## src/rtl/selfctl_pkg.sv

```systemverilog
package selfctl_pkg;
  localparam int REG_W = 16;
  localparam int ID_W  = 6;
  localparam logic [ID_W-1:0] ID_VAL = 6'b010101;

  // bit positions other logic decodes
  localparam int B_RST    = 6;
  localparam int B_SWSUSP = 8;
  localparam int B_SLPEN  = 9;
  localparam int B_STBY   = 10;
  localparam int B_P0EN   = 12;
  localparam int B_P1EN   = 13;
  localparam int B_P0CTL  = 14;
  localparam int B_P1CTL  = 15;

  localparam logic [REG_W-1:0] WR_MASK   = 16'hF740;
  localparam logic [REG_W-1:0] RESET_VAL = {{(REG_W-ID_W){1'b0}}, ID_VAL};

  localparam int MODE_W = 2;
  typedef enum logic [MODE_W-1:0] {
    MODE_AWAKE  = 2'd0,
    MODE_SWSUSP = 2'd1,
    MODE_HWSTBY = 2'd2,
    MODE_HWSUSP = 2'd3
  } mode_e;

  function automatic logic [REG_W-1:0] clean_val(input logic [REG_W-1:0] d);
    return (d & WR_MASK) | RESET_VAL;
  endfunction
endpackage

```

## src/rtl/selfctl_sync.sv

```systemverilog
module selfctl_sync #(
  parameter int STAGES    = 2,
  parameter bit RESET_LVL = 1'b1
) (
  input  logic clk,
  input  logic rst,
  input  logic d_async,
  output logic q_sync
);
  logic [STAGES-1:0] chain_q;

  generate
    if (STAGES == 1) begin : g_one
      always_ff @(posedge clk) begin
        if (rst) chain_q <= RESET_LVL;
        else     chain_q <= d_async;
      end
    end else begin : g_many
      always_ff @(posedge clk) begin
        if (rst) chain_q <= {STAGES{RESET_LVL}};
        else     chain_q <= {chain_q[STAGES-2:0], d_async};
      end
    end
  endgenerate

  assign q_sync = chain_q[STAGES-1];
endmodule

```

## src/rtl/selfctl_regfile.sv

```systemverilog
module selfctl_regfile
  import selfctl_pkg::*;
(
  input  logic             clk,
  input  logic             rst,
  input  logic             wr_en,
  input  logic [REG_W-1:0] wr_data,
  input  logic             load_en,
  input  logic [REG_W-1:0] load_data,
  input  logic             io_wr_hit,
  output logic [REG_W-1:0] reg_q,
  output logic             self_rst
);
  logic [REG_W-1:0] reg_d;
  logic             rst_bit;

  assign rst_bit = reg_q[B_RST];

  always_comb begin
    reg_d = reg_q;
    if (rst_bit) begin
      reg_d = RESET_VAL;
    end else if (load_en) begin
      reg_d = clean_val(load_data);
      reg_d[B_RST] = 1'b0;
    end else if (wr_en) begin
      reg_d = clean_val(wr_data);
    end else if (io_wr_hit) begin
      reg_d[B_SWSUSP] = 1'b0;
    end
  end

  always_ff @(posedge clk) begin
    if (rst) reg_q <= RESET_VAL;
    else     reg_q <= reg_d;
  end

  assign self_rst = rst_bit;

  AST_RST_ONE_CYCLE: assert property (@(posedge clk) disable iff (rst)
    self_rst |=> (!self_rst && reg_q == RESET_VAL));

  AST_WAKE_ON_IO: assert property (@(posedge clk) disable iff (rst)
    (io_wr_hit && !wr_en && !load_en) |=> !reg_q[B_SWSUSP]);

  AST_LOAD_NO_RST: assert property (@(posedge clk) disable iff (rst)
    (load_en && !self_rst) |=> !self_rst);
endmodule

```

## src/rtl/selfctl_mode.sv

```systemverilog
module selfctl_mode
  import selfctl_pkg::*;
(
  input  logic              clk,
  input  logic              rst,
  input  logic              susp_i,
  input  logic              sleep_en_i,
  input  logic              stby_sel_i,
  input  logic              sleep_s_i,
  output logic [MODE_W-1:0] mode_o,
  output logic              part_rst_o
);
  mode_e mode_d, mode_q;

  always_comb begin
    if (susp_i)                        mode_d = MODE_SWSUSP;
    else if (sleep_en_i && !sleep_s_i) mode_d = stby_sel_i ? MODE_HWSTBY : MODE_HWSUSP;
    else                               mode_d = MODE_AWAKE;
  end

  always_ff @(posedge clk) begin
    if (rst) begin
      mode_q     <= MODE_AWAKE;
      part_rst_o <= 1'b0;
    end else begin
      mode_q     <= mode_d;
      part_rst_o <= susp_i;
    end
  end

  assign mode_o = mode_q;

  AST_SWSUSP_WINS: assert property (@(posedge clk) disable iff (rst)
    susp_i |=> (mode_o == MODE_SWSUSP && part_rst_o));

  AST_SLEEP_IGNORED: assert property (@(posedge clk) disable iff (rst)
    (!susp_i && !sleep_en_i) |=> (mode_o == MODE_AWAKE && !part_rst_o));

  AST_HW_MODE: assert property (@(posedge clk) disable iff (rst)
    (!susp_i && sleep_en_i && !sleep_s_i) |=>
      (mode_o == ($past(stby_sel_i) ? MODE_HWSTBY : MODE_HWSUSP)));
endmodule

```

## src/rtl/selfctl_pins.sv

```systemverilog
module selfctl_pins #(
  parameter int NUM_PINS = 2
) (
  input  logic                clk,
  input  logic                rst,
  input  logic [NUM_PINS-1:0] sw_en,
  input  logic [NUM_PINS-1:0] sw_lvl_n,
  input  logic [NUM_PINS-1:0] status,
  output logic [NUM_PINS-1:0] pin_q
);
  generate
    for (genvar i = 0; i < NUM_PINS; i++) begin : g_pin
      always_ff @(posedge clk) begin
        if (rst)           pin_q[i] <= 1'b0;
        else if (sw_en[i]) pin_q[i] <= ~sw_lvl_n[i];
        else               pin_q[i] <= status[i];
      end

      AST_PIN_SW: assert property (@(posedge clk) disable iff (rst)
        sw_en[i] |=> (pin_q[i] == !$past(sw_lvl_n[i])));

      AST_PIN_STATUS: assert property (@(posedge clk) disable iff (rst)
        !sw_en[i] |=> (pin_q[i] == $past(status[i])));
    end
  endgenerate
endmodule

```

## src/rtl/pwr_selfctl.sv

```systemverilog
module pwr_selfctl
  import selfctl_pkg::*;
#(
  parameter int SYNC_STAGES = 2
) (
  input  logic        clk,
  input  logic        rst,
  input  logic        wr_en,
  input  logic [15:0] wr_data,
  output logic [15:0] rd_data,
  input  logic        io_wr_hit,
  input  logic        load_en,
  input  logic [15:0] load_data,
  input  logic        sleep_n,
  input  logic        link_ok,
  input  logic        bus_rx_act,
  output logic        chip_rst_req,
  output logic        part_rst_req,
  output logic [1:0]  mode,
  output logic        pin0,
  output logic        pin1
);
  localparam int NUM_PINS = 2;

  logic [REG_W-1:0]    reg_q;
  logic                self_rst;
  logic                sleep_s;
  logic [NUM_PINS-1:0] pin_en, pin_lvl_n, pin_stat, pin_out;

  selfctl_regfile u_regfile (
    .clk       (clk),
    .rst       (rst),
    .wr_en     (wr_en),
    .wr_data   (wr_data),
    .load_en   (load_en),
    .load_data (load_data),
    .io_wr_hit (io_wr_hit),
    .reg_q     (reg_q),
    .self_rst  (self_rst)
  );

  selfctl_sync #(.STAGES(SYNC_STAGES), .RESET_LVL(1'b1)) u_sleep_sync (
    .clk     (clk),
    .rst     (rst),
    .d_async (sleep_n),
    .q_sync  (sleep_s)
  );

  selfctl_mode u_mode (
    .clk        (clk),
    .rst        (rst),
    .susp_i     (reg_q[B_SWSUSP]),
    .sleep_en_i (reg_q[B_SLPEN]),
    .stby_sel_i (reg_q[B_STBY]),
    .sleep_s_i  (sleep_s),
    .mode_o     (mode),
    .part_rst_o (part_rst_req)
  );

  assign pin_en    = {reg_q[B_P1EN],  reg_q[B_P0EN]};
  assign pin_lvl_n = {reg_q[B_P1CTL], reg_q[B_P0CTL]};
  assign pin_stat  = {bus_rx_act, link_ok};

  selfctl_pins #(.NUM_PINS(NUM_PINS)) u_pins (
    .clk      (clk),
    .rst      (rst),
    .sw_en    (pin_en),
    .sw_lvl_n (pin_lvl_n),
    .status   (pin_stat),
    .pin_q    (pin_out)
  );

  assign pin0         = pin_out[0];
  assign pin1         = pin_out[1];
  assign rd_data      = reg_q;
  assign chip_rst_req = self_rst;

  AST_ID_HELD: assert property (@(posedge clk) disable iff (rst)
    wr_en |=> (rd_data[5:0] == ID_VAL && !rd_data[7] && !rd_data[11]));
endmodule

```

## config.mk

```make
export PLATFORM = sky130hd
export DESIGN_NAME = pwr_selfctl
export DESIGN_NICKNAME = d
export VERILOG_FILES = /design/src/rtl/selfctl_pkg.sv /design/src/rtl/selfctl_sync.sv /design/src/rtl/selfctl_regfile.sv /design/src/rtl/selfctl_mode.sv /design/src/rtl/selfctl_pins.sv /design/src/rtl/pwr_selfctl.sv
export SDC_FILE = /design/constraint.sdc
export NUM_CORES = 1
export LEC_CHECK = 0
export ABC_AREA = 1
export BUFFER_PORTS_ARGS = -buffer_cell sky130_fd_sc_hd__buf_4
export CORE_UTILIZATION = 40
export CTS_CLUSTER_DIAMETER = 120
export DETAILED_ROUTE_END_ITERATION = 8
export PLACE_DENSITY = 0.83
export SLEW_MARGIN = 10
export SYNTH_ARGS = -nofsm -noshare
export SYNTH_HDL_FRONTEND = slang
export SYNTH_SLANG_ARGS = --single-unit
export TNS_END_PERCENT = 5
```

## constraint.sdc

```tcl
create_clock -name clk -period 1.19 [get_ports clk]
set_input_delay 0.119 -clock clk [delete_from_list [all_inputs] [get_ports clk]]
set_output_delay 0.119 -clock clk [all_outputs]
set_load 0.02 [all_outputs]
```

==> results of run 1 <==
[logic make-up after synthesis]
family,share of synthesized area [%]
flops,41.2
buf+inv,22.3
other cells,1.03
simple gates,31.9
compound gates,3.60
[power by group through the flow]
stage / Sequential, uW / Combinational, uW / Clock, uW
6_report: 548 / 242 / 279
5_1_grt: 552 / 264 / 316
4_1_cts: 548 / 244 / 285
3_5_place_dp: 560 / 243 / 0
3_3_place_gp: 559 / 236 / 0
2_1_floorplan: 580 / 145 / 0
[metrics by stage]
stage	cells	setup WS (ns)	hold WS [ns]	total power [uW]	utilization (%)
after floorplan	101	0.376	0.191	725	-
after global placement	148	0.461	0.304	795	54.3
after detailed placement	148	0.432	0.309	803	54.3
after CTS	152	0.182	0.0229	1080	55.9
after global routing	152	0.131	0.0374	1130	55.9
final	152	0.195	0.0264	1070	55.9
[cells in the final DEF (no fill, tap or decap), types with 2 or more instances in the layout]
cell / netlist / final
nand2_1: 22 / 22
nor2_1: 5 / 5
inv_2: 2 / 2
nand3_1: 15 / 15
buf_4: 12 / 36
inv_1: 8 / 8
dfxtp_1: 15 / 15
or2_1: 2 / 2
o21ai_1: 2 / 2
clkbuf_4: 0 / 3
conb_1: 2 / 8
a21oi_1: 2 / 2
[state kept, by name (all words and copies together) (netlist names)]
signal                count
u_mode.mode_o             2
u_mode.part_rst_o         1
u_pins.pin_q              2
u_regfile.reg_q           8
u_sleep_sync.chain_q      2
[cell type report]
class / instances / share of cell area [%]
clock buffer: 3 / 2.33
clock inverter: 1 / 0.519
inverter: 11 / 4.80
multi-input combinational: 61 / 30.0
sequential: 15 / 31.1
tap: 25 / 3.24
timing repair buffer: 36 / 28.0
[worst max path at each step]
| stage | depth (start not counted) | start | slack [ns] | to |
|---|---|---|---|---|
| 6_report | 1 | u_regfile.reg_q[6] | 0.19 | chip_rst_req |
| 5_1_grt | 1 | u_regfile.reg_q[6] | 0.13 | chip_rst_req |
| 3_5_place_dp | 3 | u_regfile.reg_q[6] | 0.43 | u_regfile.reg_q[8] |
| 4_1_cts | 1 | u_regfile.reg_q[6] | 0.18 | chip_rst_req |
| 2_1_floorplan | 1 | u_regfile.reg_q[6] | 0.38 | rd_data[6] |
| 3_3_place_gp | 5 | load_en | 0.46 | u_regfile.reg_q[8] |
[routing by layer]
layer	GRT usage, %	routed length, um	vias up
li1	-	-	342
met1	16.4	566	308
met2	30.9	816	26
met3	4.80	85	0
met4	7.27	0	0
met5	0	0	-
==> run_results.csv, run 1 <==
group,metric,value,unit
logic_synthesis,syn-cell-area,729,um^2
cts,clockRootBuffer,"clkbuf_4",
routing,drt-total-wl,1470,um
cts,cts_sinks,15,
logic_synthesis,synth.top_cells.by_area,"dfxtp_1 (41%), buf_4 (12%), nand2_1 (11%)",
floorplanning,ios,62,
timing,fmax,1000,MHz
timing,fin_skew,0.00505,ns
cts,cts-resized-gates,0,
global_routing,grt_pass1_wl,2330,um
min_path,whs_path_depth,2,
logic_synthesis,synth_top_area_share,41.2,%
worst_setup_path,rr_worst_depth,3,
worst_setup_path,start_kind,"flop",
finish,multiInputGateArea,289,um^2
floorplanning,die_w,44.7,um
placement,routabilityCongestion,0.770,
cts,cts_tree,"built",
power_and_ir_drop,power.share.combinational,22.6,%
cts,clockBufferDepth,2,
worst_setup_path,worstPathMaxFanout,4,
worst_setup_path,crit_family,"flip-flops",
finish,fillers,183,
placement,io_buffer_count,36,
cts,htree_num_levels,1,
min_path,hold-path-endpoint,"u_sleep_sync.chain_q[0]",
routing,drtPass1Iterations,8,
timing,setup-tns-final,0,ns
cts,clkTransAtPathRegs,0.08,ns
worst_setup_path,cp_slowest_cell,"dfxtp_1",
finish,area_growth,32.2,%
power_and_ir_drop,irDropWorstVdd,0.625,mV
finish,fin_area,965,um^2
timing,report.final.slew_viol_count,0,
logic_synthesis,seq_area_frac_synth,41.2,%
placement,placed_cell_area,937,um^2
timing,hold_viol,0,
routing,num_vias,676,
worst_setup_path,crit_chain,"buf_4",
status,violations,"design-rule violations",
power_and_ir_drop,clockPowerShare,26.1,%
worst_setup_path,r2r_slack,0.43,ns
timing,post-route-min-period,0.995,ns
power_and_ir_drop,p_leak,0.000534,uW
power_and_ir_drop,power_switching_share,28.5,%
finish,layout-drive-gt1-share,35.4,%
routing,wire_per_inst,9.66,um
worst_setup_path,crit_type,"flop to output port",
timing,fin_crit_sh,83.6,%
worst_setup_path,cpPeakStageDelay,0.43,ns
floorplanning,die_area,2000,um^2
logic_synthesis,syn_inst,95,
finish,seq_area,300,um^2
power_and_ir_drop,power.internal,764,uW
logic_synthesis,async_reset_ff_share,0,%
timing,setup_viol,0,
worst_setup_path,path_buf_inv,1,
global_routing,grt_max_degree,11,
cts,post_cts_buffers,0,
logic_synthesis,synth_ff_type,"dfxtp_1",
power_and_ir_drop,power.density,1110,nW/um^2
finish,n_antenna_cell,0,
floorplanning,rows,15,
placement,place.detailed.hpwl,1230,um
cts,insertion_delay,0.28,ns
logic_synthesis,syn_avg_cell_area,7.68,um^2
min_path,min_from,"sleep_n",
global_routing,track_usage,16.4,%
power_and_ir_drop,seqPwrFrac,51.3,%
logic_synthesis,synth_edf_count,0,
logic_synthesis,synth_seq_cells,15,
floorplanning,initial_core_util,42.2,%
global_routing,antenna_found_initial,0,
min_path,hp-class,"primary input to flop",
routing,drt_iter0_drc,13,
routing,viasPerCell,4.45,
cts,cts_buffers,3,
worst_setup_path,timing.rr.start,"u_regfile.reg_q[6]",
worst_setup_path,arrival,0.88,ns
logic_synthesis,ys_top_cells_by_count,"nand2_1 (22), dfxtp_1 (15), nand3_1 (15), buf_4 (12), inv_1 (8)",
worst_setup_path,crit_path_end_kind,"output port",
timing,rsz0062_at_grt,"no",
logic_synthesis,ys_types,19,
routing,drc,1,
floorplanning,core,1730,um^2
status,status,"complete, but fails checks",
global_routing,grt_pass1_vias,613,
worst_setup_path,required,1.07,ns
floorplanning,die_y,44.7,um
finish,final_nets,168,
power_and_ir_drop,power_switching,305,uW
global_routing,overflow,0,
cts,cts_hold_buffers,0,
run,cap_violations,0,
logic_synthesis,yosys.area.top_type,"dfxtp_1",
logic_synthesis,yosysWarnings,0,
worst_setup_path,reg2reg_to,"u_regfile.reg_q[8]",
routing,ant_nets,0,
logic_synthesis,yosysMostFrequentCell,"nand2_1",
Power figures use the tool's default switching activity.
==> run 2, diff against run 1 <==
CORE_UTILIZATION = 37   (was 40)
PLACE_DENSITY = 0.78   (was 0.83)
clock period = 1 ns   (was 1.19 ns; I/O delays follow)
==> run_results.csv, run 2 (synthesis results as in run 1) <==
group,metric,value,unit
worst_setup_path,reg2reg_to,"u_regfile.reg_q[8]",
global_routing,track_usage,14.9,%
routing,viasPerCell,4.32,
power_and_ir_drop,p_leak,0.000535,uW
worst_setup_path,rr_worst_depth,3,
placement,io_buffer_count,36,
worst_setup_path,crit_path_end_kind,"output port",
power_and_ir_drop,p_total,1280,uW
run,cap_violations,0,
global_routing,grt_pass1_vias,596,
cts,post_cts_buffers,0,
floorplanning,rows,15,
cts,clockRootBuffer,"clkbuf_4",
finish,layout-drive-gt1-share,35.2,%
finish,multiInputGateArea,289,um^2
worst_setup_path,crit_family,"flip-flops",
cts,cts_buffers,3,
cts,cts_tree,"built",
min_path,min_from,"rst",
power_and_ir_drop,power.density,1310,nW/um^2
finish,final_nets,169,
power_and_ir_drop,power.internal,918,uW
timing,fin_skew,0.00308,ns
power_and_ir_drop,power_switching,358,uW
floorplanning,die_y,46.4,um
worst_setup_path,arrival,0.81,ns
timing,fin_crit_sh,91.1,%
global_routing,antenna_found_initial,0,
timing,post-route-min-period,0.911,ns
routing,num_vias,661,
timing,setup-tns-final,0,ns
worst_setup_path,r2r_slack,0.26,ns
floorplanning,ios,62,
power_and_ir_drop,irDropWorstVdd,0.725,mV
routing,drt-total-wl,1430,um
worst_setup_path,worstPathMaxFanout,4,
finish,seq_area,302,um^2
power_and_ir_drop,power_switching_share,28.1,%
finish,area_growth,33.6,%
floorplanning,die_w,46.4,um
worst_setup_path,crit_type,"flop to output port",
worst_setup_path,crit_chain,"buf_4",
min_path,hp-class,"primary input to flop",
timing,hold_viol,0,
placement,routabilityCongestion,0.710,
finish,n_antenna_cell,0,
finish,final_common_cell,"buf_4",
timing,setup_viol,0,
worst_setup_path,timing.rr.start,"u_regfile.reg_q[6]",
timing,fmax,1100,MHz
timing,rsz0062_at_grt,"no",
global_routing,grt_pass1_wl,2250,um
routing,drtPass1Iterations,4,
cts,clockBufferDepth,2,
cts,insertion_delay,0.28,ns
finish,top_register,"u_regfile.reg_q",
cts,clkTransAtPathRegs,0.09,ns
finish,largest_reg_flops,8,
finish,fillers,182,
routing,wire_per_inst,9.34,um
worst_setup_path,start_kind,"flop",
finish,fin_area,975,um^2
placement,placed_cell_area,937,um^2
floorplanning,initial_core_util,40.9,%
global_routing,overflow,0,
cts,cts_sinks,15,
power_and_ir_drop,seqPwrFrac,51.1,%
worst_setup_path,path_buf_inv,1,
timing,report.final.slew_viol_count,0,
worst_setup_path,cp_slowest_cell,"dfxtp_1",
routing,drt_iter0_drc,11,
routing,ant_nets,0,
timing,worst_hold_slack,0.0480,ns
worst_setup_path,required,0.90,ns
placement,place.detailed.hpwl,1150,um
floorplanning,core,1780,um^2
power_and_ir_drop,power.share.combinational,22.6,%
finish,mostFrequentLayoutCells,"buf_4 (36), nand2_1 (22), nand3_1 (15)",
routing,drc,0,
status,status,"finished, final reports clean",
cts,htree_num_levels,1,
power_and_ir_drop,clockPowerShare,26.3,%
worst_setup_path,cpPeakStageDelay,0.38,ns
min_path,hold-path-endpoint,"u_mode.part_rst_o",
global_routing,grt_max_degree,11,
min_path,whs_path_depth,2,
floorplanning,die_area,2150,um^2
==> run 2: cell types whose count changed in the layout (fill, tap and decap cells not counted), sizes merged <==
cell / delta
dlygate4sd3: +1
clkbuf: +1
clkinv: -1
==> run 2: repair_timing <==
action	CTS	global route
resized for setup	0	1
hold buffers	0	1
endpoints found under the hold margin	0	1
endpoints found under the setup margin	0	2
==> run 2: area by class of cell <==
class                   count  area share [%]
well taps                  25            3.21
clock buffers               4            2.70
multi-input cells          61            29.7
repair buffers             37            28.8
flip-flops and latches     15            30.9
inverters                  11            4.75
==> run 2: worst max-delay path by stage <==
stage	start	end	slack (ns)	cells after the start
floorplan	u_regfile.reg_q[6]	rd_data[6]	0.21	1
global placement	u_regfile.reg_q[6]	u_regfile.reg_q[8]	0.27	3
detailed placement	u_regfile.reg_q[6]	u_regfile.reg_q[8]	0.24	3
CTS	u_regfile.reg_q[6]	rd_data[6]	0.02	1
global route	u_regfile.reg_q[15]	rd_data[15]	0.05	1
finish	u_regfile.reg_q[12]	rd_data[12]	0.09	1
==> run 2: stage by stage <==
step           cells  utilization (%)  setup WS, ns
2_1_floorplan    101                -         0.205
3_3_place_gp     148             52.6         0.266
3_5_place_dp     148             52.6         0.237
4_1_cts          152             54.0        0.0212
5_1_grt          153             54.7        0.0459
6_report         153             54.7        0.0888
==> run 2: routing by layer <==
layer	GRT usage (%)	up-vias	routed length, um
met3	4.31	4	119
met2	26.7	31	753
met1	15.5	284	537
li1	-	342	-
met5	0	-	0
met4	7.65	0	19
==> run 2: power groups by stage <==
| stage | sequential (uW) | clock [uW] | combinational [uW] |
|---|---|---|---|
| floorplan | 690 | 0 | 173 |
| global placement | 665 | 0 | 282 |
| detailed placement | 666 | 0 | 288 |
| CTS | 652 | 341 | 289 |
| global route | 657 | 375 | 316 |
| finish | 652 | 336 | 288 |
==> run 3, diff against run 2 <==
CORE_ASPECT_RATIO = 1.4   (was default)
CTS_CLUSTER_SIZE = 10   (was default)
==> run_results.csv, run 3 (synthesis results as in run 1) <==
group,metric,value,unit
status,status,"finished, final reports clean",
floorplanning,core,1800,um^2
timing,fin_skew,0.000556,ns
placement,routabilityCongestion,0.697,
floorplanning,ios,62,
global_routing,grt_pass1_vias,491,
placement,io_buffer_count,36,
worst_setup_path,cpPeakStageDelay,0.39,ns
power_and_ir_drop,power.density,1320,nW/um^2
timing,report.final.slew_viol_count,0,
worst_setup_path,worstPathMaxFanout,4,
cts,cts_buffers,3,
global_routing,grt_pass1_wl,2130,um
worst_setup_path,crit_type,"flop to output port",
finish,n_antenna_cell,0,
power_and_ir_drop,irDropWorstVdd,0.678,mV
routing,drt-total-wl,1510,um
timing,setup_viol,0,
worst_setup_path,crit_chain,"buf_4",
floorplanning,initial_core_util,40.5,%
global_routing,grt_max_degree,11,
min_path,hold-path-endpoint,"u_regfile.reg_q[6]",
cts,clockBufferDepth,2,
routing,drc,0,
min_path,hp-class,"primary input to flop",
routing,drt_iter0_drc,11,
worst_setup_path,start_kind,"flop",
power_and_ir_drop,p_leak,0.000535,uW
worst_setup_path,arrival,0.82,ns
worst_setup_path,path_buf_inv,1,
finish,top_register,"u_regfile.reg_q",
routing,ant_nets,0,
global_routing,antenna_found_initial,0,
worst_setup_path,rr_worst_depth,3,
finish,final_util,53.8,%
finish,layout-drive-gt1-share,35.2,%
timing,post-route-min-period,0.916,ns
floorplanning,die_w,39.5,um
cts,clkTransAtPathRegs,0.09,ns
routing,wire_per_inst,10.2,um
worst_setup_path,timing.rr.start,"u_regfile.reg_q[6]",
finish,final_common_cell,"buf_4",
global_routing,track_usage,14.8,%
run,cap_violations,0,
worst_setup_path,required,0.90,ns
worst_setup_path,reg2reg_to,"u_regfile.reg_q[8]",
floorplanning,die_y,54.5,um
routing,drtPass1Iterations,4,
placement,place.detailed.hpwl,1160,um
finish,mostFrequentLayoutCells,"buf_4 (36), nand2_1 (22), nand3_1 (15)",
floorplanning,rows,18,
cts,cts_tree,"built",
worst_setup_path,crit_family,"flip-flops",
timing,rsz0062_at_grt,"no",
finish,final_nets,169,
finish,largest_reg_flops,8,
cts,cts_sinks,15,
cts,clockRootBuffer,"clkbuf_4",
finish,area_growth,32.8,%
timing,hold_viol,0,
timing,fin_crit_sh,91.6,%
floorplanning,die_area,2160,um^2
global_routing,overflow,0,
worst_setup_path,cp_slowest_cell,"dfxtp_2",
timing,setup-tns-final,0,ns
routing,num_vias,665,
cts,insertion_delay,0.27,ns
worst_setup_path,r2r_slack,0.25,ns
routing,viasPerCell,4.49,
cts,htree_num_levels,1,
timing,fmax,1090,MHz
worst_setup_path,crit_path_end_kind,"output port",
min_path,whs_path_depth,2,
min_path,min_from,"rst",
-- run 3: cell type report --
| type | instances | area (um^2) |
|---|---|---|
| clock buffer | 4 | 26.3 |
| fill | 194 | 833 |
| inverter | 11 | 46.3 |
| multi-input combinational | 61 | 289 |
| sequential | 15 | 302 |
| tap | 20 | 25.0 |
| timing repair buffer | 37 | 280 |
-- run 3: report_power, final --
part / switching [uW] / leakage [uW] / internal, uW
clock network: 184 / 0.0000150 / 154
registers: 20.7 / 0.000124 / 631
logic: 159 / 0.000396 / 132
-- run 3: worst max-delay path by stage --
stage / from / end / slack (ns) / depth (start not counted)
after floorplan: u_regfile.reg_q[6] / rd_data[6] / 0.21 / 1
after global placement: u_regfile.reg_q[6] / u_regfile.reg_q[8] / 0.25 / 3
after detailed placement: u_regfile.reg_q[6] / u_regfile.reg_q[8] / 0.24 / 3
after CTS: u_regfile.reg_q[12] / rd_data[12] / 0.07 / 1
after global routing: u_regfile.reg_q[10] / rd_data[10] / 0.03 / 1
final: u_regfile.reg_q[6] / chip_rst_req / 0.08 / 1
-- run 3: timing repair --
item	in CTS	in global routing
gates resized for setup	1	0
buffers inserted	0	0
hold buffers	1	0
endpoints found under the setup margin	2	0
endpoints found under the hold margin	1	0
-- run 3: worst register-to-register path, cell delays in order, from the launching register on --
cell and delay (ns):
dfxtp_2 0.36, nor2_4 0.17, nand2_1 0.08, nor2_1 0.09
-- run 3: per-layer routing --
metal	up-vias	track usage, %	wire length (um)
met5	-	0	0
met4	0	8.62	19
met3	2	2.85	95
met2	22	24.0	849
met1	299	17.6	541
li1	342	-	-
-- run 3: metrics by stage --
| step | setup slack, ns | std cells | hold slack [ns] | power (uW) | instance area [um^2] |
|---|---|---|---|---|---|
| 2_1_floorplan | 0.205 | 101 | 0.172 | 863 | 752 |
| 3_3_place_gp | 0.253 | 143 | 0.281 | 949 | 931 |
| 3_5_place_dp | 0.240 | 143 | 0.281 | 954 | 931 |
| 4_1_cts | 0.0728 | 148 | 0.0476 | 1300 | 968 |
| 5_1_grt | 0.0341 | 148 | 0.0455 | 1360 | 968 |
| 6_report | 0.0841 | 148 | 0.0533 | 1280 | 968 |
